## src/rtl/sio_irq_pkg.sv

```systemverilog
package sio_irq_pkg;
  localparam int NSRC = 4;
  localparam int CW   = $clog2(NSRC);

  typedef enum logic [1:0] {
    SRC_OVR = 2'd0,
    SRC_UDR = 2'd1,
    SRC_RXF = 2'd2,
    SRC_TXE = 2'd3
  } src_e;

  localparam logic [1:0] ADR_CTRL = 2'd0;
  localparam logic [1:0] ADR_STAT = 2'd1;
  localparam logic [1:0] ADR_RXD  = 2'd2;
  localparam logic [1:0] ADR_TXD  = 2'd3;

  localparam logic [NSRC-1:0] FLAG_RST = 4'b1000;
endpackage

```

## src/rtl/sio_irq_regif.sv

```systemverilog
module sio_irq_regif
  import sio_irq_pkg::*;
#(
  parameter int DW = 8
) (
  input  logic            clk,
  input  logic            rst_n,
  input  logic            bus_sel,
  input  logic            bus_we,
  input  logic [1:0]      bus_addr,
  input  logic [DW-1:0]   bus_wdata,
  output logic [DW-1:0]   bus_rdata,
  input  logic [NSRC-1:0] flags,
  output logic            rx_ie,
  output logic            tx_ie,
  output logic            stat_rd,
  output logic            stat_wr,
  output logic            rxd_rd,
  output logic            txd_wr
);
  logic ctrl_wr;

  assign ctrl_wr = bus_sel &  bus_we & (bus_addr == ADR_CTRL);
  assign stat_wr = bus_sel &  bus_we & (bus_addr == ADR_STAT);
  assign stat_rd = bus_sel & ~bus_we & (bus_addr == ADR_STAT);
  assign rxd_rd  = bus_sel & ~bus_we & (bus_addr == ADR_RXD);
  assign txd_wr  = bus_sel &  bus_we & (bus_addr == ADR_TXD);

  always_ff @(posedge clk or negedge rst_n) begin
    if (!rst_n) begin
      rx_ie <= 1'b0;
      tx_ie <= 1'b0;
    end else if (ctrl_wr) begin
      rx_ie <= bus_wdata[0];
      tx_ie <= bus_wdata[1];
    end
  end

  always_comb begin
    bus_rdata = '0;
    if (bus_sel && !bus_we) begin
      unique case (bus_addr)
        ADR_CTRL: bus_rdata = DW'({tx_ie, rx_ie});
        ADR_STAT: bus_rdata = DW'(flags);
        default:  bus_rdata = '0;
      endcase
    end
  end
endmodule

```

## src/rtl/sio_irq_flags.sv

```systemverilog
module sio_irq_flags
  import sio_irq_pkg::*;
(
  input  logic            clk,
  input  logic            rst_n,
  input  logic            ev_rx,
  input  logic            ev_tx,
  input  logic            ev_udr,
  input  logic            clr_rx,
  input  logic            clr_tx,
  input  logic            stat_rd,
  input  logic            stat_wr,
  input  logic [1:0]      wr_err,
  output logic [NSRC-1:0] flags
);
  logic [1:0] err_q, err_set, err_clr, err_d, arm_q;
  logic       rxf_q, txe_q, rxf_d, txe_d;

  assign err_set[0] = ev_rx & rxf_q & ~clr_rx;
  assign err_set[1] = ev_udr;

  assign rxf_d = ev_rx | (rxf_q & ~clr_rx);
  assign txe_d = ev_tx | (txe_q & ~clr_tx);

  for (genvar g = 0; g < 2; g++) begin : g_err
    assign err_clr[g] = stat_wr & ~wr_err[g] & arm_q[g];
    assign err_d[g]   = err_set[g] | (err_q[g] & ~err_clr[g]);
  end

  always_ff @(posedge clk or negedge rst_n) begin
    if (!rst_n) begin
      err_q <= FLAG_RST[1:0];
      rxf_q <= FLAG_RST[SRC_RXF];
      txe_q <= FLAG_RST[SRC_TXE];
      arm_q <= 2'b00;
    end else begin
      err_q <= err_d;
      rxf_q <= rxf_d;
      txe_q <= txe_d;
      if (stat_rd)      arm_q <= err_q;
      else if (stat_wr) arm_q <= 2'b00;
    end
  end

  assign flags = {txe_q, rxf_q, err_q};
endmodule

```

## src/rtl/sio_irq_prio.sv

```systemverilog
module sio_irq_prio #(
  parameter int N = 4,
  localparam int W = (N > 1) ? $clog2(N) : 1
) (
  input  logic [N-1:0] req,
  output logic         valid,
  output logic [W-1:0] code
);
  always_comb begin
    code  = '0;
    valid = |req;
    for (int i = N - 1; i >= 0; i--) begin
      if (req[i]) code = W'(i);
    end
  end
endmodule

```

## src/rtl/sio_irq_ctrl.sv

```systemverilog
module sio_irq_ctrl
  import sio_irq_pkg::*;
#(
  parameter int DW = 8
) (
  input  logic            clk,
  input  logic            rst_n,
  input  logic            ev_rx_full,
  input  logic            ev_tx_empty,
  input  logic            ev_tx_underrun,
  input  logic            bus_sel,
  input  logic            bus_we,
  input  logic [1:0]      bus_addr,
  input  logic [DW-1:0]   bus_wdata,
  output logic [DW-1:0]   bus_rdata,
  output logic            dma_rx_req,
  input  logic            dma_rx_ack,
  output logic            dma_tx_req,
  input  logic            dma_tx_ack,
  output logic [NSRC-1:0] irq_req,
  output logic            irq_valid,
  output logic [CW-1:0]   irq_code
);
  logic [NSRC-1:0] flags, en_mask;
  logic rx_ie, tx_ie, stat_rd, stat_wr, rxd_rd, txd_wr, clr_rx, clr_tx;

  sio_irq_regif #(.DW(DW)) u_regif (
    .clk(clk), .rst_n(rst_n),
    .bus_sel(bus_sel), .bus_we(bus_we), .bus_addr(bus_addr),
    .bus_wdata(bus_wdata), .bus_rdata(bus_rdata),
    .flags(flags), .rx_ie(rx_ie), .tx_ie(tx_ie),
    .stat_rd(stat_rd), .stat_wr(stat_wr), .rxd_rd(rxd_rd), .txd_wr(txd_wr)
  );

  assign clr_rx = dma_rx_ack | rxd_rd;
  assign clr_tx = dma_tx_ack | txd_wr;

  sio_irq_flags u_flags (
    .clk(clk), .rst_n(rst_n),
    .ev_rx(ev_rx_full), .ev_tx(ev_tx_empty), .ev_udr(ev_tx_underrun),
    .clr_rx(clr_rx), .clr_tx(clr_tx),
    .stat_rd(stat_rd), .stat_wr(stat_wr), .wr_err(bus_wdata[1:0]),
    .flags(flags)
  );

  for (genvar s = 0; s < NSRC; s++) begin : g_mask
    if (s == int'(SRC_RXF))      begin : g_rx  assign en_mask[s] = rx_ie; end
    else if (s == int'(SRC_TXE)) begin : g_tx  assign en_mask[s] = tx_ie; end
    else                         begin : g_err assign en_mask[s] = 1'b1;  end
  end

  assign irq_req    = flags & en_mask;
  assign dma_rx_req = irq_req[SRC_RXF];
  assign dma_tx_req = irq_req[SRC_TXE];

  sio_irq_prio #(.N(NSRC)) u_prio (
    .req(irq_req), .valid(irq_valid), .code(irq_code)
  );
endmodule

```

## config.mk

```make
export PLATFORM = sky130hd
export DESIGN_NAME = sio_irq_ctrl
export DESIGN_NICKNAME = d
export VERILOG_FILES = /design/src/rtl/sio_irq_pkg.sv /design/src/rtl/sio_irq_regif.sv /design/src/rtl/sio_irq_flags.sv /design/src/rtl/sio_irq_prio.sv /design/src/rtl/sio_irq_ctrl.sv
export SDC_FILE = /design/constraint.sdc
export NUM_CORES = 1
export LEC_CHECK = 0
export BUFFER_PORTS_ARGS = -buffer_cell sky130_fd_sc_hd__buf_2
export CAP_MARGIN = 20
export CORE_ASPECT_RATIO = 1.2
export CORE_MARGIN = 2
export CORE_UTILIZATION = 25
export CTS_CLUSTER_SIZE = 24
export DETAILED_ROUTE_END_ITERATION = 6
export PLACE_DENSITY = 0.58
export SLEW_MARGIN = 25
export SYNTH_ARGS = -nofsm -noshare
export SYNTH_HDL_FRONTEND = slang
export SYNTH_SLANG_ARGS = --single-unit
```

## constraint.sdc

```tcl
create_clock -name clk -period 1.6 [get_ports clk]
set_input_delay 0.48 -clock clk [delete_from_list [all_inputs] [get_ports clk]]
set_output_delay 0.48 -clock clk [all_outputs]
set_load 0.02 [all_outputs]
```

==> results.sh <==
export IMPL_io_pins=36
export IMPL_rsz0062_at_grt="true"
export IMPL_critPathRequiredTime_ns=1.12
export IMPL_hold_viol_final=0
export IMPL_p_sw_share_pct=32.6
export IMPL_cts_htree_levels=1
export IMPL_initial_utilization_pct=26.2
export IMPL_dp_cells=109
export IMPL_viasPerCell=4.22
export IMPL_ir_drop_uv=385
export IMPL_min_period_ns=1.68
export IMPL_hpwl_um=1020
export IMPL_drc=0
export IMPL_async_flop_share_pct=100
export IMPL_die_x_um=46.3
export IMPL_grt_overflow=0
export IMPL_crit_path_end_kind="primary output"
export IMPL_ant_nets=0
export IMPL_power_frac_comb_pct=34.9
export IMPL_final_nets=108
export IMPL_power_switching_uw=214
export IMPL_syn_to_final_growth_pct=55.7
export IMPL_grt_pass1_wl_um=1970
export IMPL_numCtsBuffers=3
export IMPL_ys_seq_area_share_pct=37.5
export IMPL_cts_buffer_depth=2
export IMPL_synth_area_um2=537
export IMPL_grt_start_max_net_pins=9
export IMPL_avgSynthCellArea_um2=9.94
export IMPL_period_share_pct=105
export IMPL_grt_pass1_vias=450
export IMPL_final_max_slew_violation_count=0
export IMPL_timing_fmax_mhz=595
export IMPL_reg2regPathDepth=3
export IMPL_ys_warn_count=0
export IMPL_clock_latency_ns=0.26
export IMPL_synth_cell_type_count=28
export IMPL_clockPowerShare_pct=26.1
export IMPL_rows=18
export IMPL_via_count=498
export IMPL_crit_chain="nand2_2 > inv_2 > a21oi_2 > nor2_1 > buf_4"
export IMPL_max_stage_delay_ns=0.54
export IMPL_fin_skew_ns=0.000190
export IMPL_reg2reg_to="u_flags.arm_q[1]"
export IMPL_design_area_um2=836
export IMPL_root_buffer="clkbuf_4"
export IMPL_ys_ff_latch=8
export IMPL_path_max_fanout=3
export IMPL_violations="setup timing"
export IMPL_wl_per_cell_um=11.2
export IMPL_place_gp_congestion=0.704
export IMPL_power_density_nw_per_um2=785
export IMPL_drive_gt1_share_pct=63.6
export IMPL_p_int_uw=442
export IMPL_fp_dieH_um=54.8
export IMPL_clock_sinks=8
export IMPL_dieArea_um2=2540
export IMPL_antenna_found_initial=0
export IMPL_synthCells=54
export IMPL_crit_type="reg2out"
export IMPL_synth_edf_count=0
export IMPL_ctsHoldBuffers=0
export IMPL_start_kind="register"
export IMPL_n_antenna_cell=0
export IMPL_wirelength_um=1320
export IMPL_cts_tree="built"
export IMPL_worstReg2RegStart="u_flags.err_q[1]"
export IMPL_drt_pass1_iterations=4
export IMPL_worst_path_buf_inv=2
export IMPL_placed_cell_area_um2=688
export IMPL_setup_violations_final=7
export IMPL_hold_path_class="in2async"
export IMPL_drt_iter0_markers=6
export IMPL_gr_usage_all_layers_pct=11.8
export IMPL_io_buffers=25
export IMPL_cpLargestDelayFamily="flip-flops"
export IMPL_drv_cap=0
export IMPL_seq_power_share_pct=39.0
export IMPL_coreArea_um2=2050
export IMPL_ys_flop_type="dfrtp_1"
export IMPL_clk_pin_slew_ns=0.06
export IMPL_cp_data_arrival_time_ns=1.20
export IMPL_nFillCells=215
export IMPL_fin_cells=118
export IMPL_slowest_stage="dfstp_2"
export IMPL_status="finished with violations"
export IMPL_worst_slack_ns=-0.0811
export IMPL_p_leak_uw=0.000420
export IMPL_r2r_slack_ns=0.49
[power groups by stage]
stage / sequential, µW / clock (µW) / combinational [µW]
2_1_floorplan: 254 / 0 / 134
3_3_place_gp: 256 / 0 / 179
3_5_place_dp: 257 / 0 / 182
4_1_cts: 254 / 175 / 223
5_1_grt: 259 / 189 / 250
6_report: 256 / 171 / 229
[sequential cells by signal, summed over array words and instances (netlist names)]
name and flops:
u_regif.rx_ie 1, u_flags.txe_q 1, u_flags.rxf_q 1, u_regif.tx_ie 1, u_flags.err_q 2, u_flags.arm_q 2
[metal layers]
metal / wire (µm) / track usage, % / vias to the layer above
met1: 553 / 12.8 / 227
met5: 0 / 0 / -
met3: 85 / 2.97 / 4
met2: 649 / 19.4 / 26
met4: 29 / 8.57 / 0
li1: - / - / 241
[final cells by class]
cell class | count | area [µm²] | area share [%]
clock buffer | 4 | 26.3 | 3.14
inverter | 5 | 18.8 | 2.25
multi-input combinational | 37 | 304 | 36.4
sequential | 8 | 204 | 24.4
tap | 30 | 37.5 | 4.49
timing repair buffer | 34 | 245 | 29.3
[how the worst max path moves through the flow]
stage	start	end	slack [ns]	cells past startpoint
final	u_flags.txe_q	irq_code[0]	-0.08	5
after global placement	bus_we	bus_rdata[0]	-0.13	4
after CTS	u_flags.txe_q	irq_code[0]	-0.1	5
after detailed placement	bus_we	bus_rdata[0]	-0.15	4
after global routing	u_flags.txe_q	irq_code[0]	-0.14	5
after floorplan	bus_addr[0]	bus_rdata[1]	-0.08	3
[cells by family after synthesis]
family          after synthesis  share of synthesized area, %
flops                         8                          37.5
buf+inv                      12                          13.3
mux                           6                          13.5
other cells                   1                         0.699
simple gates                 21                          26.3
compound gates                6                          8.63
[synth_stat cells (2+ instances only)]
cell type	instances	area share (%)
mux2i_1	2	3.7
nand2_1	2	1.4
dfrtp_1	7	33
buf_4	7	9.8
and3_1	2	2.3
and2b_1	2	2.8
nor3_1	2	1.9
nor2_1	2	1.4
nand3_1	2	1.9
inv_1	5	3.5
nand4b_1	2	3.3
mux2_1	2	4.2
mux2_4	2	5.6
[through the flow]
| step | utilization, % | power (µW) | setup WS, ns | setup TNS [ns] | hold WS, ns |
|---|---|---|---|---|---|
| 3_3_place_gp | 33.6 | 435 | -0.128 | -0.261 | 0.336 |
| 5_1_grt | 40.8 | 698 | -0.137 | -0.604 | 0.0443 |
| 2_1_floorplan | - | 388 | -0.0810 | -0.191 | 0.184 |
| 6_report | 40.8 | 656 | -0.0811 | -0.286 | 0.0474 |
| 4_1_cts | 39.2 | 652 | -0.0985 | -0.252 | 0.0513 |
| 3_5_place_dp | 33.6 | 439 | -0.150 | -0.289 | 0.334 |
[cell usage in the layout (no fill, tap or decap), types with 2 or more instances in the layout]
cell type  count
buf_4         14
buf_2         13
buf_6          6
dfrtp_1        5
inv_1          4
conb_1         4
clkbuf_4       4
nand2_2        3
mux2i_1        2
nor3_2         2
nand4b_1       2
nand3_1        2
and2b_1        2
mux2_4         2
mux2_1         2
dfrtp_2        2
[repair_timing]
action,CTS,global route
resized for setup,19,8
pin swaps,4,1
buffers inserted,4,1
endpoints found under the setup margin,8,9
Note: power is estimated with default switching activity, not from simulation.
